## src/rtl/sidefx_field_pkg.sv

```systemverilog
package sidefx_field_pkg;

   typedef enum logic [2:0] {
      WM_PLAIN        = 3'd0,
      WM_ONE_SETS     = 3'd1,
      WM_ONE_CLEARS   = 3'd2,
      WM_ONE_TOGGLES  = 3'd3,
      WM_ZERO_TOGGLES = 3'd4,
      WM_ZERO_CLEARS  = 3'd5,
      WM_FORCE_ZERO   = 3'd6,
      WM_FORCE_ONE    = 3'd7
   } wmode_e;

   // Next value of one stored bit under a given rule
   function automatic logic next_bit(input wmode_e m, input logic old_b, input logic d_b);
      logic r;
      case (m)
         WM_PLAIN:        r = d_b;
         WM_ONE_SETS:     r = old_b | d_b;
         WM_ONE_CLEARS:   r = old_b & ~d_b;
         WM_ONE_TOGGLES:  r = old_b ^ d_b;
         WM_ZERO_TOGGLES: r = old_b ~^ d_b;
         WM_ZERO_CLEARS:  r = old_b & d_b;
         WM_FORCE_ZERO:   r = 1'b0;
         WM_FORCE_ONE:    r = 1'b1;
         default:         r = old_b;
      endcase
      return r;
   endfunction

endpackage

```

## src/rtl/sfr_alias_merge.sv

```systemverilog
module sfr_alias_merge #(
   parameter int unsigned NUM_ADDR  = 2,
   parameter int unsigned LANES     = 4,
   parameter int unsigned FIELD_LSB = 4,
   parameter int unsigned FIELD_W   = 16
) (
   input  logic [NUM_ADDR-1:0] wr_stb,
   input  logic [NUM_ADDR-1:0] rd_stb,
   input  logic [LANES-1:0]    byte_en,
   output logic                any_wr,
   output logic                any_rd,
   output logic                sw_mod,
   output logic                sw_acc
);

   localparam int unsigned FIELD_MSB = FIELD_LSB + FIELD_W - 1;

   logic [LANES-1:0] lane_cover;
   logic             lane_hit;

   for (genvar l = 0; l < LANES; l++) begin : g_cover
      localparam int unsigned LO = l * 8;
      localparam int unsigned HI = l * 8 + 7;
      if (HI >= FIELD_LSB && LO <= FIELD_MSB) begin : g_in
         assign lane_cover[l] = 1'b1;
      end else begin : g_out
         assign lane_cover[l] = 1'b0;
      end
   end

   assign any_wr   = |wr_stb;
   assign any_rd   = |rd_stb;
   assign lane_hit = |(byte_en & lane_cover);
   assign sw_mod   = any_wr & lane_hit;
   assign sw_acc   = any_rd | (any_wr & lane_hit);

endmodule

```

## src/rtl/sfr_field_update.sv

```systemverilog
module sfr_field_update
   import sidefx_field_pkg::*;
#(
   parameter int unsigned              DATA_W    = 32,
   parameter int unsigned              FIELD_LSB = 4,
   parameter int unsigned              FIELD_W   = 16,
   parameter logic [FIELD_W-1:0]       RESET_VAL = 'hA5C3,
   localparam int unsigned             LANES     = DATA_W / 8
) (
   input  logic                clk,
   input  logic                rst_n,
   input  logic                any_wr,
   input  logic [LANES-1:0]    byte_en,
   input  logic [FIELD_W-1:0]  fdata,
   input  wmode_e              mode,
   output logic [FIELD_W-1:0]  q
);

   logic [FIELD_W-1:0] bit_en;
   logic [FIELD_W-1:0] rule_q;
   logic [FIELD_W-1:0] next_q;

   for (genvar j = 0; j < FIELD_W; j++) begin : g_bit
      localparam int unsigned LANE = (FIELD_LSB + j) / 8;
      assign bit_en[j] = byte_en[LANE];
      assign rule_q[j] = next_bit(mode, q[j], fdata[j]);
   end

   always_comb begin
      next_q = q;
      if (any_wr) begin
         next_q = (rule_q & bit_en) | (q & ~bit_en);
      end
   end

   always_ff @(posedge clk or negedge rst_n) begin
      if (!rst_n) begin
         q <= RESET_VAL;
      end else begin
         q <= next_q;
      end
   end

   a_r13_hold_without_write: assert property (@(posedge clk) disable iff (!rst_n)
      !any_wr |=> $stable(q));

   a_r8_disabled_lanes_held: assert property (@(posedge clk) disable iff (!rst_n)
      any_wr |=> ((q ^ $past(q)) & ~$past(bit_en)) == '0);

   a_r3_set_never_clears: assert property (@(posedge clk) disable iff (!rst_n)
      (any_wr && mode == WM_ONE_SETS) |=> (q & $past(q)) == $past(q));

   a_r4_clear_never_sets: assert property (@(posedge clk) disable iff (!rst_n)
      (any_wr && mode == WM_ONE_CLEARS) |=> (q | $past(q)) == $past(q));

endmodule

```

## src/rtl/sfr_readback.sv

```systemverilog
module sfr_readback #(
   parameter int unsigned DATA_W    = 32,
   parameter int unsigned FIELD_LSB = 4,
   parameter int unsigned FIELD_W   = 16
) (
   input  logic                any_rd,
   input  logic [FIELD_W-1:0]  q,
   output logic [DATA_W-1:0]   rd_data
);

   always_comb begin
      rd_data = '0;
      if (any_rd) begin
         rd_data[FIELD_LSB +: FIELD_W] = q;
      end
   end

endmodule

```

## src/rtl/sidefx_field_reg.sv

```systemverilog
module sidefx_field_reg
   import sidefx_field_pkg::*;
#(
   parameter int unsigned        DATA_W    = 32,
   parameter int unsigned        NUM_ADDR  = 2,
   parameter int unsigned        FIELD_LSB = 4,
   parameter int unsigned        FIELD_W   = 16,
   parameter logic [FIELD_W-1:0] RESET_VAL = 'hA5C3,
   localparam int unsigned       LANES     = DATA_W / 8
) (
   input  logic                clk,
   input  logic                rst_n,
   input  logic [NUM_ADDR-1:0] wr_stb,
   input  logic [NUM_ADDR-1:0] rd_stb,
   input  logic [LANES-1:0]    byte_en,
   input  logic [DATA_W-1:0]   wr_data,
   input  logic [2:0]          mode,
   output logic [FIELD_W-1:0]  field_q,
   output logic                sw_mod,
   output logic                sw_acc,
   output logic [DATA_W-1:0]   rd_data
);

   if (DATA_W % 8 != 0 || DATA_W == 0) begin : g_bad_width
      $error("DATA_W must be a nonzero multiple of 8");
   end
   if (FIELD_W == 0 || FIELD_LSB + FIELD_W > DATA_W) begin : g_bad_field
      $error("field must be nonempty and fit inside the data word");
   end
   if (NUM_ADDR < 1) begin : g_bad_addr
      $error("at least the primary address is required");
   end

   logic any_wr;
   logic any_rd;
   logic unused_data_bits;

   assign unused_data_bits = ^wr_data;

   sfr_alias_merge #(
      .NUM_ADDR (NUM_ADDR),
      .LANES    (LANES),
      .FIELD_LSB(FIELD_LSB),
      .FIELD_W  (FIELD_W)
   ) u_merge (
      .wr_stb (wr_stb),
      .rd_stb (rd_stb),
      .byte_en(byte_en),
      .any_wr (any_wr),
      .any_rd (any_rd),
      .sw_mod (sw_mod),
      .sw_acc (sw_acc)
   );

   sfr_field_update #(
      .DATA_W   (DATA_W),
      .FIELD_LSB(FIELD_LSB),
      .FIELD_W  (FIELD_W),
      .RESET_VAL(RESET_VAL)
   ) u_update (
      .clk    (clk),
      .rst_n  (rst_n),
      .any_wr (any_wr),
      .byte_en(byte_en),
      .fdata  (wr_data[FIELD_LSB +: FIELD_W]),
      .mode   (wmode_e'(mode)),
      .q      (field_q)
   );

   sfr_readback #(
      .DATA_W   (DATA_W),
      .FIELD_LSB(FIELD_LSB),
      .FIELD_W  (FIELD_W)
   ) u_read (
      .any_rd (any_rd),
      .q      (field_q),
      .rd_data(rd_data)
   );

   a_r10_mod_needs_write: assert property (@(posedge clk) disable iff (!rst_n)
      sw_mod |-> (|wr_stb));

   a_r11_read_is_access: assert property (@(posedge clk) disable iff (!rst_n)
      (|rd_stb) |-> sw_acc);

   a_r12_idle_bus_zero: assert property (@(posedge clk) disable iff (!rst_n)
      !(|rd_stb) |-> rd_data == '0);

   a_r11_access_has_strobe: assert property (@(posedge clk) disable iff (!rst_n)
      sw_acc |-> ((|rd_stb) || (|wr_stb)));

endmodule

```

## config.mk

```make
export PLATFORM = sky130hd
export DESIGN_NAME = sidefx_field_reg
export DESIGN_NICKNAME = d
export VERILOG_FILES = /design/src/rtl/sidefx_field_pkg.sv /design/src/rtl/sfr_alias_merge.sv /design/src/rtl/sfr_field_update.sv /design/src/rtl/sfr_readback.sv /design/src/rtl/sidefx_field_reg.sv
export SDC_FILE = /design/constraint.sdc
export NUM_CORES = 1
export LEC_CHECK = 0
export BUFFER_PORTS_ARGS = -buffer_cell sky130_fd_sc_hd__buf_2
export CORE_AREA = 5 5 82 84
export CTS_CLUSTER_DIAMETER = 60
export DETAILED_ROUTE_END_ITERATION = 8
export DIE_AREA = 0 0 87 89
export GPL_ROUTABILITY_DRIVEN = 0
export HOLD_SLACK_MARGIN = 0.02
export PLACE_DENSITY = 0.67
export SETUP_SLACK_MARGIN = 0.05
export SYNTH_ARGS = -nofsm -noshare
export SYNTH_HDL_FRONTEND = slang
export SYNTH_SLANG_ARGS = --single-unit
export TNS_END_PERCENT = 1
```

## constraint.sdc

```tcl
create_clock -name clk -period 2.7 [get_ports clk]
set_clock_uncertainty 0.1 [all_clocks]
set_input_delay 0.54 -clock clk [delete_from_list [all_inputs] [get_ports clk]]
set_output_delay 0.54 -clock clk [all_outputs]
set_load 0.05 [all_outputs]
```

==> results.md, run 1 <==
- **result of the run** finished, final reports clean
- **final layout net count** 390
- **remaining global-route overflow** 0
- **buffer type at the clock tree root** sky130_fd_sc_hd__clkbuf_8
- **instance count on the critical path** 4
- **Worst Hold Class** in2async
- **RSZ-0062 raised after global routing** false
- **Worst Path Max Fanout** 3
- **Crit path arrival time** 1.35 ns
- **count of buffers from port buffering** 61
- **highest cell delay on the worst timing path** 0.35 ns
- **Worst-Margin Slew** 0.651 ns
- **total power per unit cell area** 580 mW/mm^2
- **family with the most delay on the worst path** compound AO/OA/AOI/OAI gates
- **post-detail-place hpwl** 4410 um
- **endpoints failing hold** 0
- **die outline width** 87 um
- **clock sink total** 16
- **cell-by-cell trace of the critical path** buf_2 > o32a_1 > nand2b_1 > buf_2
- **Netlist cell types** 32
- **full die area** 0.00774 sq mm
- **clock latency of the later-clocked register in the worst-skew pair** 0.25 ns
- **Syn Std Cell Area** 0.00212 sq mm
- **Worst Setup End Kind** output port
- **number of global-route vias before repair** 2111
- **buffers and inverters on the worst path** 2
- **CP Launch Type** primary input
- **top cell type by total area after synthesis** sky130_fd_sc_hd__dfstp_2
- **number of endpoints failing setup at the final stage** 0
- **number of levels the H-tree was split into** 1
- **final critical-path required period** 1.99 ns
- **pin count of the biggest net entering global routing** 40
- **number of slew-limit violations in the final report** 0
- **maximum count of clock buffers along a single path** 2
- **timing startpoint of the critical path** byte_en[2]
- **initial core utilization** 0.362
- **total number of placement rows** 28
- **largest vdd supply drop** 280 uV
- **Resized Gates After CTS** 0
- **Hold Buf Count CTS** 0
- **cells taking the most area after synthesis** sky130_fd_sc_hd__dfstp_2 (9.9%), sky130_fd_sc_hd__dfrtp_1 (9.4%), sky130_fd_sc_hd__ha_1 (9.4%), sky130_fd_sc_hd__nor2b_1 (9.1%), sky130_fd_sc_hd__buf_4 (6.0%)
- **share of cells above drive strength 1** 0.277
- **vias** 2132
- **end point of the critical path** sw_acc
- **global-route wire length before repair** 9830 um
- **total leakage power** 0.00114 uW
- **highest clock rate** 502 MHz
- **Final Util** 0.415
- **cell type with the highest occurrence count on the critical path** sky130_fd_sc_hd__buf_2
- **I/O pin count** 95
- **clock tree from TritonCTS** done
- **FF-to-FF path depth** 5
- **Worst EP required** 2.06 ns
- **sequential element share of the synthesized area** 0.194
- **DRC violations left** 0
- **worst setup path class** in2out
- **count of max-cap constraint violations** 0
- **most common cell after layout, fill and taps aside** sky130_fd_sc_hd__buf_2
- **fin crit share** 0.738
- **area fraction of the dominant cell type after synthesis** 0.0992
- **Routed WL per cell** 15.0 um
- **area growth from synthesis to layout** 14.6%
- **drt total wl** 6060 um
- **vertical die dimension** 89 um
- **vias per cell** 5.29
- **number of buffers created by CTS** 3
- **Initial DRC Count** 141
- **flop and latch count out of synthesis** 16
- **register-to-register setup slack** 1.12 ns
- **Post-DRT Antenna Nets** 0
- **number of search-and-repair iterations in the first detailed-routing pass** 4
- **count of antenna diodes in the layout** 0
- **Sum Neg Setup Slack** 0 ns
- **post-synthesis cell count** 279
- **number of antenna violations at the first check in global routing** 0
- **core outline area** 0.00585 sq mm
- **Synth Area per Inst** 7.60 sq um
- **post-CTS setup buffers** 0
- **commonest cells after routing, fill and taps aside** sky130_fd_sc_hd__buf_2 (61), sky130_fd_sc_hd__inv_1 (32), sky130_fd_sc_hd__nor2_1 (32), sky130_fd_sc_hd__nor2b_1 (31), sky130_fd_sc_hd__o21ai_0 (21)
- **cell type of the slowest stage on the worst timing path** sky130_fd_sc_hd__o32a_1
- **total track usage** 0.157
- **CTS clock-pin slew for the worst setup and hold paths** 0.08 ns
- **worst-case headroom to the max-slew limit** 0.566
- **YS warnings** 0
[synth_stat cells, drive strengths merged]
master	count
a211oi	16
a31o	3
a31oi	3
a32o	13
and2b	2
buf	29
clkbuf	8
conb	1
dfrtp	8
dfstp	8
ha	16
inv	33
nand2	4
nand2b	2
nand4b	13
nor2	32
nor2b	31
nor4	1
o211ai	10
o21a	3
o21ai	35
o221ai	3
o32a	1
or3b	1
or4b	3
[worst register-to-register path, cell delays in order, from the launching register on]
cell and delay [ns]:
sky130_fd_sc_hd__dfstp_2 0.55, sky130_fd_sc_hd__inv_1 0.06, sky130_fd_sc_hd__ha_1 0.29, sky130_fd_sc_hd__nor2b_1 0.13, sky130_fd_sc_hd__o21ai_0 0.08, sky130_fd_sc_hd__a32o_2 0.30
[power by group]
| group | switching, uW | leakage (uW) | internal, uW |
|---|---|---|---|
| logic | 618 | 0.000936 | 246 |
| registers | 32.8 | 0.000183 | 303 |
| clock network | 102 | 0.0000228 | 105 |
[through the flow]
step	hold WS, ns	instances	total power [uW]	cell area, sq um	setup WS, ns
after floorplan	0.144	294	1030	2180	0.313
after global placement	0.404	399	1190	2380	0.693
after detailed placement	0.409	399	1210	2380	0.681
after CTS	0.123	403	1420	2430	0.707
after global routing	0.150	403	1500	2430	0.673
final	0.109	403	1410	2430	0.706
[cell families after synthesis]
| family | Yosys count | share of synthesized area |
|---|---|---|
| adders and majority gates | 16 | 0.0945 |
| and+or+nand+nor | 89 | 0.246 |
| other | 1 | 0.00177 |
| DFF | 16 | 0.194 |
| AOI/OAI and AO/OA | 87 | 0.295 |
| buffers and inverters | 70 | 0.170 |
[worst min path at each step]
stage | startpoint | to | slack, ns | cells after the start
floorplan | rst_n | asynchronous set/reset pin | 0.14 | 0
global placement | rst_n | asynchronous set/reset pin | 0.40 | 1
detailed placement | rst_n | asynchronous set/reset pin | 0.41 | 1
CTS | rst_n | asynchronous set/reset pin | 0.12 | 1
global route | rst_n | asynchronous set/reset pin | 0.15 | 1
finish | rst_n | asynchronous set/reset pin | 0.11 | 1
[cell type report]
type                       instances  area, sq um
fill                             614         3420
multi-input combinational        208         1410
sequential                        16          410
timing repair buffer              67          350
inverter                          33          124
tap                               75         93.8
clock buffer                       4         45.0
[layer usage]
layer | global-route usage | vias to the layer above | routed length [um]
met4 | 0.0496 | 0 | 94
met3 | 0.0249 | 6 | 356
met1 | 0.193 | 1000 | 2690
li1 | - | 1061 | -
met5 | 0 | - | 0
met2 | 0.282 | 65 | 2920
(Power assumes the default switching activity.)
==> run 2: changes to the inputs <==
Settings changed: ABC_AREA from default to 1, CORE_AREA 5 5 82 84 to 5 5 85 87, DIE_AREA 0 0 87 89 to 0 0 90 92, PLACE_DENSITY 0.67 to 0.68.
Clock period 2.7 ns to 1.7 ns, I/O delays scaled along.
==> run 2 against run 1 <==
  * Non-clock buffer count rose by 16
  * Synthesized area increased by 7.3%
  * Register-to-register slack got worse by 0.93 ns
  * Highest routed layer unchanged
==> results.md, run 2 <==
- **top cell type by total area after synthesis** sky130_fd_sc_hd__nand2_1
- **count of buffers from port buffering** 61
- **Synth Area per Inst** 5.76 sq um
- **Fill cells** 667
- **area fraction of the dominant cell type after synthesis** 0.186
- **RSZ-0062 raised after global routing** true
- **drt total wl** 6970 um
- **final layout net count** 527
- **area fraction in and, or, nand and nor cells after synthesis** 0.447
- **Synth Area in Adders** 0.0880
- **cells taking the most area after synthesis** sky130_fd_sc_hd__nand2_1 (19%), sky130_fd_sc_hd__dfstp_2 (9.2%), sky130_fd_sc_hd__dfrtp_1 (8.8%), sky130_fd_sc_hd__ha_1 (8.8%), sky130_fd_sc_hd__inv_1 (8.7%)
- **share of power burned in the clock network** 0.137
- **commonest cells after routing, fill and taps aside** sky130_fd_sc_hd__nand2_1 (113), sky130_fd_sc_hd__buf_2 (53), sky130_fd_sc_hd__inv_1 (52), sky130_fd_sc_hd__nand3_1 (36), sky130_fd_sc_hd__buf_4 (25)
- **Crit path arrival time** 1.20 ns
- **share of flip-flops with an asynchronous set or reset after synthesis** 1.00
- **Worst Hold Class** in2reg
- **Worst Setup End Kind** output port
- **global-route wire length before repair** 11500 um
- **core outline area** 0.00628 sq mm
- **remaining global-route overflow** 0
- **Worst EP required** 1.26 ns
- **leading register cell type out of synthesis** sky130_fd_sc_hd__dfstp_2
- **internal power component** 1010 uW
- **fin crit share** 0.964
- **sw power** 1250 uW
- **number of buffers created by CTS** 3
- **Sw Ratio** 0.551
- **sequential element share of the synthesized area** 0.180
- **Routed WL per cell** 12.9 um
- **main combinational cell family by area after synthesis** simple AND/OR/NAND/NOR gates
- **clock tree from TritonCTS** done
- **vertical die dimension** 92 um
- **number of slew-limit violations in the final report** 0
- **number of endpoints failing setup at the final stage** 0
- **list of most frequent post-synthesis cells** sky130_fd_sc_hd__nand2_1 (113), sky130_fd_sc_hd__inv_1 (53), sky130_fd_sc_hd__nor2_1 (37)
- **final critical-path required period** 1.64 ns
- **Netlist cell types** 22
- **CP Launch Type** flip-flop
- **initial core utilization** 0.362
- **Cell Area, Placed** 0.00275 sq mm
- **CTS clock-pin slew for the worst setup and hold paths** 0.08 ns
- **total power per unit cell area** 799 mW/mm^2
- **count of max-cap constraint violations** 0
- **endpoints failing hold** 0
- **portion of netlist area occupied by mux cells** 0
- **post-detail-place hpwl** 5200 um
- **pin count of the biggest net entering global routing** 18
- **vias** 2585
- **dominant cell by count in the synthesized netlist** sky130_fd_sc_hd__nand2_1
- **flop and latch count out of synthesis** 16
- **area occupied by multi-input gates** 0.00149 sq mm
- **Syn Std Cell Area** 0.00227 sq mm
- **design area** 0.00283 sq mm
- **combinational fraction of design power** 0.622
- **area growth from synthesis to layout** 24.3%
- **most common cell after layout, fill and taps aside** sky130_fd_sc_hd__nand2_1
- **die outline width** 90 um
- **total number of placement rows** 29
- **number of antenna violations at the first check in global routing** 0
- **DRC violations left** 0
- **largest vdd supply drop** 502 uV
- **YS warnings** 0
- **number of global-route vias before repair** 2530
- **count of antenna diodes in the layout** 0
- **worst setup path class** reg2out
- **total track usage** 0.165
- **I/O pin count** 95
- **Post-DRT Antenna Nets** 0
- **clock latency of the later-clocked register in the worst-skew pair** 0.26 ns
- **post-CTS setup buffers** 0
- **result of the run** finished, final reports clean
- **clock sink total** 16
- **share of cells above drive strength 1** 0.297
- **number of search-and-repair iterations in the first detailed-routing pass** 4
- **number of flops mapped to enable cells by yosys** 0
- **vias per cell** 4.78
- **parity-gate share of the synthesized area counting xor and xnor cells** 0
- **synthesized-area fraction occupied by ao, oa, aoi and oai cells** 0.0704
- **maximum count of clock buffers along a single path** 2
- **Worst Path Max Fanout** 4
- **highest clock rate** 610 MHz
- **total leakage power** 0.00171 uW
- **relative contribution of sequential cells to total power** 0.242
- **Sum Neg Setup Slack** 0 ns
- **buffer type at the clock tree root** sky130_fd_sc_hd__clkbuf_8
- **full die area** 0.00828 sq mm
- **FF/Latch Area** 410 sq um
- **post-synthesis cell count** 395
- **Initial DRC Count** 203
- **number of levels the H-tree was split into** 1
run 2: what timing repair did:
item	in CTS	in global routing
endpoints found under the setup margin	8	11
resized for setup	1	17
hold endpoints to repair	8	0
pin swaps	0	1
hold buffers	1	0
run 2: power by group through the flow:
stage / registers (uW) / clock network, uW / logic [uW]
after floorplan: 791 / 0 / 833
after global placement: 548 / 0 / 1360
after detailed placement: 552 / 0 / 1380
after CTS: 546 / 324 / 1390
after global routing: 556 / 343 / 1530
final: 546 / 309 / 1400
run 2: logic make-up after synthesis:
kind of cell / count (synthesis)
and+or+nand+nor: 224
adders and majority gates: 16
other: 1
DFF: 16
buffers and inverters: 106
AOI/OAI and AO/OA: 32
run 2: path summary, 6_finish.rpt:
path / startpoint / end / slack, ns / cells past startpoint
worst max-delay path: flip-flop / rd_data[4] / 0.06 / 3
worst min-delay path: wr_data[15] / flip-flop / 0.35 / 5
worst max register to register: flip-flop / flip-flop / 0.19 / 9
worst min register to register: flip-flop / flip-flop / 0.39 / 2
max in group asynchronous: rst_n / asynchronous set/reset pin / 0.72 / 2
min in group asynchronous: rst_n / asynchronous set/reset pin / 0.44 / 2
run 2: cell type report:
class                           instances  share of cell area
Timing Repair Buffer                   83               0.181
Clock buffer                            3              0.0146
Tap cell                               77              0.0341
Inverter                               74              0.0983
Sequential cell                        16               0.145
Multi-Input combinational cell        288               0.526
run 2: through the flow:
step	power, uW	instances	worst slack, ns	util	hold slack [ns]
2_1_floorplan	1620	410	0.0151	-	-0.0556
3_3_place_gp	1910	537	0.0868	0.437	0.205
3_5_place_dp	1930	537	0.0624	0.437	0.200
4_1_cts	2260	541	0.00799	0.446	0.342
5_1_grt	2430	541	0.0284	0.450	0.372
6_report	2260	541	0.0609	0.450	0.350
run 2: worst max-delay path, cell delays in order (launching register included):
cell	delay, ns
sky130_fd_sc_hd__dfstp_2	0.56
sky130_fd_sc_hd__inv_1	0.07
sky130_fd_sc_hd__nor2_2	0.13
sky130_fd_sc_hd__buf_6	0.17
run 2: layer usage:
metal | wire (um) | global-route usage | vias to the layer above
li1 | - | - | 1339
met2 | 3390 | 0.291 | 102
met5 | 0 | 0 | -
met1 | 2900 | 0.202 | 1136
met4 | 76 | 0.0509 | 0
met3 | 590 | 0.0311 | 8
==> run 3: changes to the inputs <==
Settings changed: REMOVE_ABC_BUFFERS from default to 1.
==> run 3 against run 2 <==
  * Sequential cell count unchanged
  * Setup slack hardly changed
  * Sequential power about the same
  * Core utilization shrank 0.40 points
  * Cell count grew 0.18%
  * Critical path depth is the same
  * Die area unchanged
  * Wire length down 1.3%
==> results.md, run 3 (synthesis results as in run 2) <==
- **Worst Hold Launch** wr_data[8]
- **total leakage power** 0.00171 uW
- **final critical-path required period** 1.64 ns
- **largest vdd supply drop** 376 uV
- **clock sink total** 16
- **total power per unit cell area** 805 mW/mm^2
- **core outline area** 0.00628 sq mm
- **area occupied by multi-input gates** 0.00145 sq mm
- **placement-stage worst setup slack** 0.107 ns
- **DRC violations left** 0
- **area growth from synthesis to layout** 23.2%
- **number of levels the H-tree was split into** 1
- **final worst slack** 0.0613 ns
- **number of slew-limit violations in the final report** 0
- **die outline width** 90 um
- **vertical die dimension** 92 um
- **number of global-route vias before repair** 2660
- **commonest cells after routing, fill and taps aside** sky130_fd_sc_hd__nand2_1 (113), sky130_fd_sc_hd__inv_1 (53), sky130_fd_sc_hd__buf_2 (53), sky130_fd_sc_hd__nand3_1 (36), sky130_fd_sc_hd__nor2_1 (31)
- **most common cell after layout, fill and taps aside** sky130_fd_sc_hd__nand2_1
- **Worst Hold Class** in2reg
- **total number of placement rows** 29
- **register-to-register setup slack** 0.18 ns
- **buffers and inverters on the worst path** 2
- **vias** 2620
- **RSZ-0062 raised after global routing** true
- **drt total wl** 6870 um
- **Worst Path Max Fanout** 4
- **fin crit share** 0.964
- **share of cells above drive strength 1** 0.269
- **result of the run** finished, final reports clean
- **clock latency of the later-clocked register in the worst-skew pair** 0.25 ns
- **cell-by-cell trace of the critical path** inv_1 > nor2_1 > buf_6
- **number of search-and-repair iterations in the first detailed-routing pass** 4
- **FF/Latch Area** 410 sq um
- **count of max-cap constraint violations** 0
- **maximum count of clock buffers along a single path** 2
- **family with the most delay on the worst path** flip-flops
- **Worst EP required** 1.26 ns
- **remaining global-route overflow** 0
- **full die area** 0.00828 sq mm
- **cell type of the slowest stage on the worst timing path** sky130_fd_sc_hd__dfstp_2
- **Initial DRC Count** 147
- **highest clock rate** 610 MHz
- **pin count of the biggest net entering global routing** 17
- **I/O pin count** 95
- **Fill cells** 700
- **Crit path arrival time** 1.20 ns
- **CP Launch Type** flip-flop
- **global-route wire length before repair** 12200 um
- **Worst Setup End Kind** output port
- **number of buffers created by CTS** 3
- **total track usage** 0.172
- **worst setup path class** reg2out
- **Post-DRT Antenna Nets** 0
- **count of antenna diodes in the layout** 0
- **vias per cell** 4.83
- **Sum Neg Setup Slack** 0 ns
- **final layout net count** 527
- **highest cell delay on the worst timing path** 0.55 ns
- **initial core utilization** 0.362
- **number of endpoints failing setup at the final stage** 0
- **FF-to-FF path depth** 9
- **total power** 2260 uW
- **endpoints failing hold** 0
- **buffer type at the clock tree root** sky130_fd_sc_hd__clkbuf_8
- **clock tree from TritonCTS** done
- **post-detail-place hpwl** 5150 um
- **hold path cells** 5
- **Routed WL per cell** 12.7 um
- **CTS clock-pin slew for the worst setup and hold paths** 0.08 ns
- **count of buffers from port buffering** 61
- **post-CTS setup buffers** 0
- **number of antenna violations at the first check in global routing** 0
## run 3: cell types whose count changed in the layout (fill, tap and decap cells not counted), moves of 3 or more
cell	previous run	this run
sky130_fd_sc_hd__nor2_1	19	31
sky130_fd_sc_hd__nor2_2	18	7
sky130_fd_sc_hd__buf_6	2	7
sky130_fd_sc_hd__buf_4	25	22
## run 3: repair_timing
item	in CTS	in global routing
pin swaps	0	1
hold buffers	1	0
hold endpoints to repair	8	0
gates cloned	0	0
resized for setup	3	23
endpoints found under the setup margin	8	14
## run 3: layer usage
layer | wire length [um] | global-route usage
met1 | 2990 | 0.222
met2 | 3230 | 0.299
met3 | 579 | 0.0286
met4 | 72 | 0.0447
met5 | 0 | 0
## run 3: how the worst max path moves through the flow
stage | to | slack (ns) | cells past startpoint
after floorplan | sw_acc | -0.28 | 2
after global placement | flip-flop | 0.16 | 10
after detailed placement | flip-flop | 0.11 | 10
after CTS | rd_data[11] | 0.01 | 3
after global routing | rd_data[11] | 0.008 | 3
final | rd_data[11] | 0.06 | 3
## run 3: area by class of cell
class,instances,area share
clock buffer,4,0.0161
multi-input combinational,288,0.519
tap,77,0.0344
inverter,74,0.0992
timing repair buffer,83,0.185
sequential,16,0.146
## run 3: per-stage QoR
stage	cell area (sq um)	util	hold slack (ns)	instances
after floorplan	2130	-	-0.0556	378
after global placement	2690	0.428	0.198	537
after detailed placement	2690	0.428	0.198	537
after CTS	2750	0.438	0.347	542
after global routing	2800	0.446	0.382	542
final	2800	0.446	0.340	542
## run 3: worst reg2reg max path: stages (launching register included)
cell	delay [ns]
sky130_fd_sc_hd__dfstp_2	0.55
sky130_fd_sc_hd__inv_1	0.06
sky130_fd_sc_hd__ha_1	0.27
sky130_fd_sc_hd__inv_1	0.05
sky130_fd_sc_hd__nand3_1	0.07
sky130_fd_sc_hd__o21ai_0	0.08
sky130_fd_sc_hd__nor2_1	0.12
sky130_fd_sc_hd__nand2_1	0.06
sky130_fd_sc_hd__nand2_1	0.06
sky130_fd_sc_hd__nand2_1	0.05
## run 3: power by group
group,switching [uW],internal (uW),total [uW]
Sequential,68.1,476,544
Clock,156,167,323
Combinational,1010,377,1390
